`config.mk`:
```
export PLATFORM = sky130hd
export DESIGN_NAME = tblprot_unit
export DESIGN_NICKNAME = d
export VERILOG_FILES = /design/src/rtl/tblprot_pkg.sv /design/src/rtl/tp_region_dec.sv /design/src/rtl/tp_cfg_bits.sv /design/src/rtl/tp_access_gate.sv /design/src/rtl/tblprot_unit.sv
export SDC_FILE = /design/constraint.sdc
export NUM_CORES = 1
export LEC_CHECK = 0
export BUFFER_PORTS_ARGS = -buffer_cell sky130_fd_sc_hd__clkbuf_2
export CAP_MARGIN = 10
export CORE_AREA = 2 2 80 63
export CTS_CLUSTER_DIAMETER = 40
export DETAILED_ROUTE_END_ITERATION = 16
export DIE_AREA = 0 0 82 65
export PLACE_DENSITY = 0.84
export SLEW_MARGIN = 20
export SYNTH_ARGS = -nofsm -noshare
export SYNTH_HDL_FRONTEND = slang
export SYNTH_SLANG_ARGS = --single-unit
```
`constraint.sdc`:
```
create_clock -name clk -period 5.65 [get_ports clk]
set_input_delay 1.13 -clock clk [delete_from_list [all_inputs] [get_ports clk]]
set_output_delay 1.13 -clock clk [all_outputs]
set_load 0.02 [all_outputs]
```
`src/rtl/tblprot_pkg.sv`:
```
package tblprot_pkg;
  localparam int REGION_IDX_W = 8;

  typedef struct packed {
    logic                    hit;
    logic [REGION_IDX_W-1:0] idx;
  } region_t;
endpackage

```
`src/rtl/tp_region_dec.sv`:
```
module tp_region_dec
  import tblprot_pkg::*;
#(
  parameter int ADDR_W  = 24,
  parameter int BOOT_SZ = 2048,
  parameter int BLK_SZ  = 16384,
  parameter int NUM_BLK = 4
) (
  input  logic [ADDR_W-1:0] addr,
  output region_t           reg_o
);
  localparam int BLK_LG = $clog2(BLK_SZ);
  localparam logic [ADDR_W:0] BOOT_LIM = (ADDR_W+1)'(BOOT_SZ);
  localparam logic [ADDR_W:0] TOP_LIM  = (ADDR_W+1)'(BLK_SZ * NUM_BLK);

  logic [ADDR_W:0] addr_x;

  always_comb begin
    addr_x    = {1'b0, addr};
    reg_o.hit = 1'b0;
    reg_o.idx = '0;
    if (addr_x < BOOT_LIM) begin
      reg_o.hit = 1'b1;
    end else if (addr_x < TOP_LIM) begin
      reg_o.hit = 1'b1;
      reg_o.idx = REGION_IDX_W'(addr >> BLK_LG) + REGION_IDX_W'(1);
    end
  end
endmodule

```
`src/rtl/tp_cfg_bits.sv`:
```
module tp_cfg_bits #(
  parameter int NREG  = 5,
  parameter int IDX_W = 3
) (
  input  logic              clk,
  input  logic              rst_n,
  input  logic              cfg_we,
  input  logic [3*NREG-1:0] cfg_wdata,
  input  logic              ers_chip,
  input  logic              ers_blk,
  input  logic [IDX_W-1:0]  ers_idx,
  output logic [NREG-1:0]   wrt_o,
  output logic [NREG-1:0]   rdp_o,
  output logic [NREG-1:0]   cp_o
);
  logic [3*NREG-1:0] all_q;

  for (genvar r = 0; r < NREG; r++) begin : g_reg
    logic [2:0] bits_q;
    logic [2:0] bits_d;
    logic       set_r;
    logic       en_r;

    always_comb begin
      set_r  = ers_chip | (ers_blk & (ers_idx == IDX_W'(r)));
      en_r   = set_r | cfg_we;
      bits_d = bits_q;
      if (set_r) begin
        bits_d = 3'b111;
      end else if (cfg_we) begin
        bits_d = bits_q & {cfg_wdata[2*NREG+r], cfg_wdata[NREG+r], cfg_wdata[r]};
      end
    end

    always_ff @(posedge clk or negedge rst_n) begin
      if (!rst_n) begin
        bits_q <= 3'b111;
      end else if (en_r) begin
        bits_q <= bits_d;
      end
    end

    assign wrt_o[r] = bits_q[0];
    assign rdp_o[r] = bits_q[1];
    assign cp_o[r]  = bits_q[2];
  end

  assign all_q = {cp_o, rdp_o, wrt_o};

  // without an erase no bit may go from 0 to 1
  assert_no_set_without_erase_R5: assert property (@(posedge clk) disable iff (!rst_n)
    (!ers_chip && !ers_blk) |=> ((all_q & ~$past(all_q)) == '0));

  // a full-chip erase leaves every bit at 1
  assert_chip_erase_sets_R6: assert property (@(posedge clk) disable iff (!rst_n)
    ers_chip |=> (&all_q));
endmodule

```
`src/rtl/tp_access_gate.sv`:
```
module tp_access_gate
  import tblprot_pkg::*;
#(
  parameter int NREG   = 5,
  parameter int DATA_W = 8
) (
  input  logic              clk,
  input  logic              rst_n,
  input  logic              tb_rd,
  input  logic              tb_wr,
  input  region_t           tgt,
  input  region_t           pc,
  input  logic [NREG-1:0]   wrt,
  input  logic [NREG-1:0]   rdp,
  input  logic [DATA_W-1:0] fl_rdata,
  output logic              rd_ok,
  output logic              wr_ok,
  output logic              fl_rd_en,
  output logic              fl_wr_en,
  output logic [DATA_W-1:0] rd_data,
  output logic              wr_err
);
  logic wbit;
  logic rbit;
  logic same_blk;
  logic rd_ok_q, rd_ok_d, rd_en;
  logic err_q, err_d;

  always_comb begin
    wbit = 1'b1;
    rbit = 1'b1;
    for (int r = 0; r < NREG; r++) begin
      if (tgt.idx == REGION_IDX_W'(r)) begin
        wbit = wrt[r];
        rbit = rdp[r];
      end
    end
    same_blk = pc.hit && (pc.idx == tgt.idx);
    rd_ok    = !tgt.hit || rbit || same_blk;
    wr_ok    = !tgt.hit || wbit;
    fl_rd_en = tb_rd & rd_ok;
    fl_wr_en = tb_wr & wr_ok;
  end

  // next-state
  always_comb begin
    rd_en   = tb_rd;
    rd_ok_d = rd_ok;
    err_d   = tb_wr & ~wr_ok;
  end

  always_ff @(posedge clk or negedge rst_n) begin
    if (!rst_n) begin
      rd_ok_q <= 1'b0;
      err_q   <= 1'b0;
    end else begin
      if (rd_en) begin
        rd_ok_q <= rd_ok_d;
      end
      err_q <= err_d;
    end
  end

  assign rd_data = rd_ok_q ? fl_rdata : '0;
  assign wr_err  = err_q;

  // a denied read returns zeros one cycle later
  assert_blocked_read_zero_R4: assert property (@(posedge clk) disable iff (!rst_n)
    (tb_rd && !fl_rd_en) |=> (rd_data == '0));

  // a write that never reached the flash is flagged next cycle
  assert_denied_write_flag_R8: assert property (@(posedge clk) disable iff (!rst_n)
    (tb_wr && !fl_wr_en) |=> wr_err);

  // no flag without a write strobe in the cycle before
  assert_flag_needs_write_R8: assert property (@(posedge clk) disable iff (!rst_n)
    !tb_wr |=> !wr_err);
endmodule

```
`src/rtl/tblprot_unit.sv`:
```
module tblprot_unit
  import tblprot_pkg::*;
#(
  parameter int ADDR_W  = 24,
  parameter int DATA_W  = 8,
  parameter int BOOT_SZ = 2048,
  parameter int BLK_SZ  = 16384,
  parameter int NUM_BLK = 4,
  localparam int NREG   = NUM_BLK + 1,
  localparam int IDX_W  = $clog2(NREG),
  localparam int CFG_W  = 3 * NREG
) (
  input  logic              clk,
  input  logic              rst_n,
  input  logic              tb_rd,
  input  logic              tb_wr,
  input  logic [ADDR_W-1:0] tb_addr,
  input  logic [ADDR_W-1:0] pc_addr,
  input  logic [DATA_W-1:0] tb_wdata,
  output logic [DATA_W-1:0] tb_rd_data,
  output logic              tb_rd_ok,
  output logic              tb_wr_ok,
  output logic              wr_err,
  output logic [ADDR_W-1:0] fl_addr,
  output logic              fl_rd_en,
  output logic              fl_wr_en,
  output logic [DATA_W-1:0] fl_wdata,
  input  logic [DATA_W-1:0] fl_rdata,
  input  logic              cfg_we,
  input  logic [CFG_W-1:0]  cfg_wdata,
  output logic [CFG_W-1:0]  cfg_q,
  input  logic              ers_chip,
  input  logic              ers_blk,
  input  logic [IDX_W-1:0]  ers_idx,
  input  logic [ADDR_W-1:0] ext_addr,
  input  logic              ext_rd,
  input  logic              ext_wr,
  output logic              ext_rd_ok,
  output logic              ext_wr_ok
);
  localparam logic [ADDR_W:0] BOOT_LIM = (ADDR_W+1)'(BOOT_SZ);

  logic [1:0]      rs_q;
  logic            rst_sync;
  region_t         tgt_reg, pc_reg, ext_reg;
  logic [NREG-1:0] wrt, rdp, cp;
  logic            ext_bit;

  // asynchronous assert, synchronous release
  always_ff @(posedge clk or negedge rst_n) begin
    if (!rst_n) begin
      rs_q <= 2'b00;
    end else begin
      rs_q <= {rs_q[0], 1'b1};
    end
  end
  assign rst_sync = rs_q[1];

  tp_region_dec #(.ADDR_W(ADDR_W), .BOOT_SZ(BOOT_SZ), .BLK_SZ(BLK_SZ), .NUM_BLK(NUM_BLK))
    u_dec_tgt (.addr(tb_addr), .reg_o(tgt_reg));
  tp_region_dec #(.ADDR_W(ADDR_W), .BOOT_SZ(BOOT_SZ), .BLK_SZ(BLK_SZ), .NUM_BLK(NUM_BLK))
    u_dec_pc (.addr(pc_addr), .reg_o(pc_reg));
  tp_region_dec #(.ADDR_W(ADDR_W), .BOOT_SZ(BOOT_SZ), .BLK_SZ(BLK_SZ), .NUM_BLK(NUM_BLK))
    u_dec_ext (.addr(ext_addr), .reg_o(ext_reg));

  tp_cfg_bits #(.NREG(NREG), .IDX_W(IDX_W)) u_cfg (
    .clk      (clk),
    .rst_n    (rst_sync),
    .cfg_we   (cfg_we),
    .cfg_wdata(cfg_wdata),
    .ers_chip (ers_chip),
    .ers_blk  (ers_blk),
    .ers_idx  (ers_idx),
    .wrt_o    (wrt),
    .rdp_o    (rdp),
    .cp_o     (cp)
  );

  tp_access_gate #(.NREG(NREG), .DATA_W(DATA_W)) u_gate (
    .clk     (clk),
    .rst_n   (rst_sync),
    .tb_rd   (tb_rd),
    .tb_wr   (tb_wr),
    .tgt     (tgt_reg),
    .pc      (pc_reg),
    .wrt     (wrt),
    .rdp     (rdp),
    .fl_rdata(fl_rdata),
    .rd_ok   (tb_rd_ok),
    .wr_ok   (tb_wr_ok),
    .fl_rd_en(fl_rd_en),
    .fl_wr_en(fl_wr_en),
    .rd_data (tb_rd_data),
    .wr_err  (wr_err)
  );

  // external request gate: only the external-access bits apply here
  always_comb begin
    ext_bit = 1'b1;
    for (int r = 0; r < NREG; r++) begin
      if (ext_reg.hit && (ext_reg.idx == REGION_IDX_W'(r))) begin
        ext_bit = cp[r];
      end
    end
    ext_rd_ok = ext_rd & ext_bit;
    ext_wr_ok = ext_wr & ext_bit;
  end

  assign fl_addr  = tb_addr;
  assign fl_wdata = tb_wdata;
  assign cfg_q    = {cp, rdp, wrt};

  // a write into region 0 with its write-enable bit cleared never reaches the flash
  assert_boot_write_guard_R2: assert property (@(posedge clk) disable iff (!rst_sync)
    (tb_wr && ({1'b0, tb_addr} < BOOT_LIM) && !cfg_q[0]) |-> !fl_wr_en);

  // a read of a closed region 0 from outside it never reaches the flash
  assert_boot_read_guard_R3: assert property (@(posedge clk) disable iff (!rst_sync)
    (tb_rd && ({1'b0, tb_addr} < BOOT_LIM) && !cfg_q[NREG] &&
     !({1'b0, pc_addr} < BOOT_LIM)) |-> !fl_rd_en);

  // a cleared external-access bit of region 0 blocks external reads there
  assert_ext_guard_R7: assert property (@(posedge clk) disable iff (!rst_sync)
    (ext_rd && ({1'b0, ext_addr} < BOOT_LIM) && !cfg_q[2*NREG]) |-> !ext_rd_ok);
endmodule

```
==> summary.txt, run 1 <==
Seq/Total Area, Yosys: 29.9%
layout cells sized above 1: 50.9%
gp weighted congestion: 0.850
Synth Cell Area: 1650 um^2
vias: 1668
RSZ-0062 raised after global routing: no
most common cell after layout, fill and taps aside: clkbuf_2
Worst setup SP type: input pin
# IOs: 177
DRC: 0
Worst Skew: 6.84 ps
Max Fclk: 222 MHz
Crit path required time: 4520 ps
Fin. Hold Viols: 0
Int Pwr: 0.000251 W
Num CTS Buffers: 3
clk slew on worst S/H paths: 80 ps
post-CTS sizing: 0
root buffer cell: clkbuf_8
Post-synth ARST share: 100%
Antenna Nets Post-Route: 0
# clock sinks: 19
FP Rows: 22
Post-synth EDFFs: 0
Final Setup Violations: 0
Hold/Removal Path Class: flop to asynchronous set/reset pin
Overflow after GRT: 0
r2r startpoint: u_cfg.g_reg[3].bits_q[1]
leading area contributor after synthesis: dfstp_2
wire per inst: 12.8 um
Mapped Cells: 194
first-pass GRT wire length: 6670 um
Ant. Diodes: 0
Via density: 4.92
register bit count reported by yosys: 19
NumNets Final: 404
largest net degree at the start of global routing: 18
worst IR drop on VDD: 0.127 mV
Critical Path AT: 3370 ps
placed cell count: 335
kind of critical path: input pin to output port
post-CTS setup buffers: 0
max cap viols: 0
syn_nets: 318
period utilization: 79.6%
area added between synthesis and finish: 27.4%
Setup Total Neg Slack: 0 ps
crit path from: tb_addr[14]
Synth area leaders: dfstp_2, buf_4, ha_1
number of library cell types mapped by synthesis: 44
Sw Share: 33.1%
Die ar.: 5330 um^2
most frequent cells in the layout: clkbuf_2, nand2_1, o21ai_0
DP Wirelength: 3750 um
die height: 65 um
vias in the first global route: 1498
Seq pwr share: 42.4%
post-route insts no fill: 339
H-tree levels: 1
GRT Total Usage: 16.0%
Chip Width: 82 um
# hold bufs at CTS: 0
WL final: 4320 um
Filler cells: 465
Sw Pwr: 0.000124 W
Pins Over Slew Limit: 0
dominant synthesized flop cell: dfstp_2
Synthesis Warnings: 0
Least-Margin Pin Slew: 685 ps
Clk pwr share: 25.4%
slew margin rel.: 54.4%
Worst-Skew Late Latency: 260 ps
buffer depth of the longest clock path: 2
Synth top area share: 23.9%
CTS tree: done
LEAKAGE: 1.05 nW
PwrDens: 178 nW/um^2
Tmin final: 4500 ps
Starting Density: 35.7%
Starting DRT DRC Count: 74
crit-path max FO: 11
status: completed
DRT Pass-1 Iters: 4
Avg Inst Size Synth: 8.51 um^2
Worst Setup End Kind: output port
initial antenna violation count: 0
core area: 4620 um^2
combinational share of power: 32.2%
I/O Buffers: 116
-- area by class of cell --
cell class                      instances  area (um^2)  area share (%)
Clock buffer                            3         41.3            1.96
Clock inverter                          1         7.51           0.357
Inverter                               11         41.3            1.96
Multi-Input combinational cell        129          862            41.0
Sequential cell                        19          494            23.5
Tap cell                               60         75.1            3.57
Timing Repair Buffer                  116          581            27.6
-- final timing paths --
| kind | to | slack (ps) | cells past startpoint |
|---|---|---|---|
| worst max-delay path | fl_rd_en | 1150 | 9 |
| worst max register to register | u_gate.rd_ok_q | 4060 | 6 |
| min in group clk | rs_q[1] | 370 | 0 |
| worst min register to register | u_gate.wr_err | 300 | 0 |
| max in group asynchronous | rs_q[1] | 4920 | 1 |
| worst min-delay path | u_gate.wr_err | 300 | 0 |
-- stage by stage --
| step | area (um^2) | power (W) | hold slack (ps) | setup WS, ps | util, % |
|---|---|---|---|---|---|
| after floorplan | 1650 | 0.000252 | 201 | 1140 | - |
| after global placement | 2050 | 0.000279 | 281 | 1190 | 44.4 |
| after detailed placement | 2050 | 0.000282 | 296 | 1160 | 44.4 |
| after CTS | 2100 | 0.000380 | 314 | 1150 | 45.5 |
| after global routing | 2100 | 0.000402 | 373 | 995 | 45.5 |
| final | 2100 | 0.000375 | 299 | 1150 | 45.5 |
-- worst max-delay path, stage by stage --
cell      delay [ps]
clkbuf_2         210
inv_1            140
ha_1             460
nand3b_1         290
a41oi_1          280
o311ai_1         140
o311ai_2         380
and2_1           170
clkbuf_2         160
-- cells in the mapped netlist, types with 5 or more instances --
cell and count:
a21oi_1 5, a31oi_1 5, and2_1 14, buf_4 32, dfstp_2 15, ha_1 9
inv_1 11, nand2_1 21, nor3_1 5, o21ai_0 20
-- cells by family after synthesis --
| kind of cell | share of synthesized area, % |
|---|---|
| buf+inv | 17.8 |
| flops | 29.9 |
| fa+ha+maj | 6.82 |
| simple gates | 19.9 |
| mux | 2.12 |
| compound gates | 20.6 |
| other cells | 0.227 |
| xor+xnor | 2.58 |
-- sequential cells by signal, summed over array words and instances, names as in the netlist --
name and count:
rs_q 2, u_gate.rd_ok_q 1, u_gate.wr_err 1, u_cfg.g.bits_q 15
-- power by group through the flow --
stage                     clock network (W)   logic, W  registers (W)
after floorplan                           0  0.0000843       0.000168
after global placement                    0   0.000118       0.000161
after detailed placement                  0   0.000121       0.000161
after CTS                         0.0000996   0.000121       0.000159
after global routing               0.000108   0.000134       0.000161
final                             0.0000954   0.000121       0.000159
-- routing by layer --
metal	wire [um]	GRT usage [%]
met5	0	0
met4	0	1.25
met3	248	4.32
met2	2170	27.6
met1	1900	20.7
Power figures use the tool's default switching activity.
==> run 2, diff against run 1 <==
--- a/config.mk
+++ b/config.mk
@@ -7,11 +7,11 @@
 export LEC_CHECK = 0
 export BUFFER_PORTS_ARGS = -buffer_cell sky130_fd_sc_hd__clkbuf_2
 export CAP_MARGIN = 10
-export CORE_AREA = 2 2 80 63
+export CORE_AREA = 2 2 83 65
 export CTS_CLUSTER_DIAMETER = 40
 export DETAILED_ROUTE_END_ITERATION = 16
-export DIE_AREA = 0 0 82 65
-export PLACE_DENSITY = 0.84
+export DIE_AREA = 0 0 85 67
+export PLACE_DENSITY = 0.79
 export SLEW_MARGIN = 20
 export SYNTH_ARGS = -nofsm -noshare
 export SYNTH_HDL_FRONTEND = slang
==> constraint.sdc (replaced) <==
create_clock -name clk -period 4.5 [get_ports clk]
set_input_delay 0.9 -clock clk [delete_from_list [all_inputs] [get_ports clk]]
set_output_delay 0.9 -clock clk [all_outputs]
set_load 0.02 [all_outputs]
==> run 2 against run 1 <==
  * Sequential cell count did not move
  * Clock skew barely moved
  * Global-route usage fell by 1.6 points
  * Total power rose by 26%
  * Final cell count did not move
  * Die area rose by 6.8%
  * Hold slack got worse by 11 ps
  * Critical path depth did not move
  * Critical endpoint unchanged
  * Utilization fell by 1.8 points
  * Sequential power rose by 25%
  * Highest routed layer unchanged
==> summary.txt, run 2 (synthesized netlist as in run 1, its figures left out) <==
status: completed
WL final: 4360 um
most frequent cells in the layout: clkbuf_2, nand2_1, o21ai_0
# clock sinks: 19
post-CTS sizing: 0
Clk pwr share: 25.5%
Filler cells: 515
Seq pwr share: 42.3%
R2R cell count: 6
# hold bufs at CTS: 0
final design utilization: 43.6%
wire per inst: 12.9 um
LEAKAGE: 1.05 nW
crit path from: tb_addr[14]
die height: 67 um
Worst Setup End Kind: output port
vias in the first global route: 1443
Die ar.: 5700 um^2
Max Fclk: 247 MHz
slew margin rel.: 56.0%
Pins Over Slew Limit: 0
top flop regs: u_cfg.g.bits_q: 15 flops, rs_q: 2 flops
Starting DRT DRC Count: 42
buffer depth of the longest clock path: 2
Setup Total Neg Slack: 0 ps
gp weighted congestion: 0.820
Overflow after GRT: 0
Largest Register: u_cfg.g.bits_q
Hold/Removal Path Class: flop to asynchronous set/reset pin
final worst slack: 454 ps
Int Pwr: 0.000315 W
largest net degree at the start of global routing: 18
Tmin final: 4050 ps
DRT Pass-1 Iters: 4
Num CTS Buffers: 3
Reg-to-Reg End: u_gate.rd_ok_q
Final Cell Area: 2100 um^2
Sw Share: 33.1%
period utilization: 89.9%
Chip Width: 85 um
initial antenna violation count: 0
combinational share of power: 32.2%
worst IR drop on VDD: 0.185 mV
Worst Skew: 6.89 ps
Least-Margin Pin Slew: 660 ps
FP Rows: 22
GRT Total Usage: 14.4%
RSZ-0062 raised after global routing: no
number of flip-flops in the largest register: 15
# IOs: 177
I/O Buffers: 116
Antenna Nets Post-Route: 0
root buffer cell: clkbuf_8
Ant. Diodes: 0
Starting Density: 34.3%
Sw Pwr: 0.000156 W
Worst-Skew Late Latency: 260 ps
NumNets Final: 404
core area: 4820 um^2
Crit path required time: 3600 ps
clk slew on worst S/H paths: 80 ps
post-placement setup slack: 474 ps
vias: 1666
H-tree levels: 1
crit-path max FO: 11
first-pass GRT wire length: 6560 um
max cap viols: 0
post-CTS setup buffers: 0
Via density: 4.91
DRC: 0
Fin. Hold Viols: 0
CTS tree: done
Final Setup Violations: 0
placed cell areas: 2050 um^2
layout cells sized above 1: 50.9%
kind of critical path: input pin to output port
PwrDens: 224 nW/um^2
r2r startpoint: u_cfg.g_reg[3].bits_q[1]
Worst setup SP type: input pin
area added between synthesis and finish: 27.4%
R2R Setup Slk: 2900 ps
most common cell after layout, fill and taps aside: clkbuf_2
Critical Path AT: 3150 ps
DP Wirelength: 3810 um
run 2: cell counts in the layout (fill, tap and decap cells not counted):
Identical to the previous run, type by type.
run 2: how the worst max path moves through the flow:
stage	cells past startpoint	slack [ps]	endpoint
after global placement	9	490	fl_rd_en
after CTS	9	470	fl_rd_en
after detailed placement	9	470	fl_rd_en
after floorplan	9	450	fl_rd_en
after global routing	9	260	fl_rd_en
final	9	450	fl_rd_en
run 2: power groups by stage:
stage,clock [W],sequential (W),combinational [W]
2_1_floorplan,0,0.000211,0.000106
3_3_place_gp,0,0.000202,0.000149
3_5_place_dp,0,0.000202,0.000152
4_1_cts,0.000126,0.000200,0.000152
5_1_grt,0.000137,0.000202,0.000167
6_report,0.000120,0.000199,0.000152
run 2: area by class of cell:
type                            count  area (um^2)  share of cell area [%]
Sequential cell                    19          494                    23.5
Inverter                           11         41.3                    1.96
Clock inverter                      1         7.51                   0.357
Tap cell                           60         75.1                    3.57
Clock buffer                        3         41.3                    1.96
Timing Repair Buffer              116          581                    27.6
Multi-Input combinational cell    129          862                    41.0
run 2: critical path, stage by stage:
cell,delay [ps]
clkbuf_2,210
inv_1,140
ha_1,460
nand3b_1,290
a41oi_1,270
o311ai_1,140
o311ai_2,410
and2_1,180
clkbuf_2,160
run 2: per-layer routing:
layer / vias up / wire, um / GRT usage (%)
li1: 828 / - / -
met1: 767 / 1910 / 18.4
met2: 71 / 2140 / 25.3
met5: - / 0 / 0
met4: 0 / 0 / 1.59
met3: 0 / 319 / 3.84
run 2: stage by stage:
step	cells	total power, W	hold slack (ps)
floorplan	194	0.000317	201
global placement	335	0.000351	290
detailed placement	335	0.000354	298
CTS	339	0.000479	312
global route	339	0.000506	360
finish	339	0.000471	288
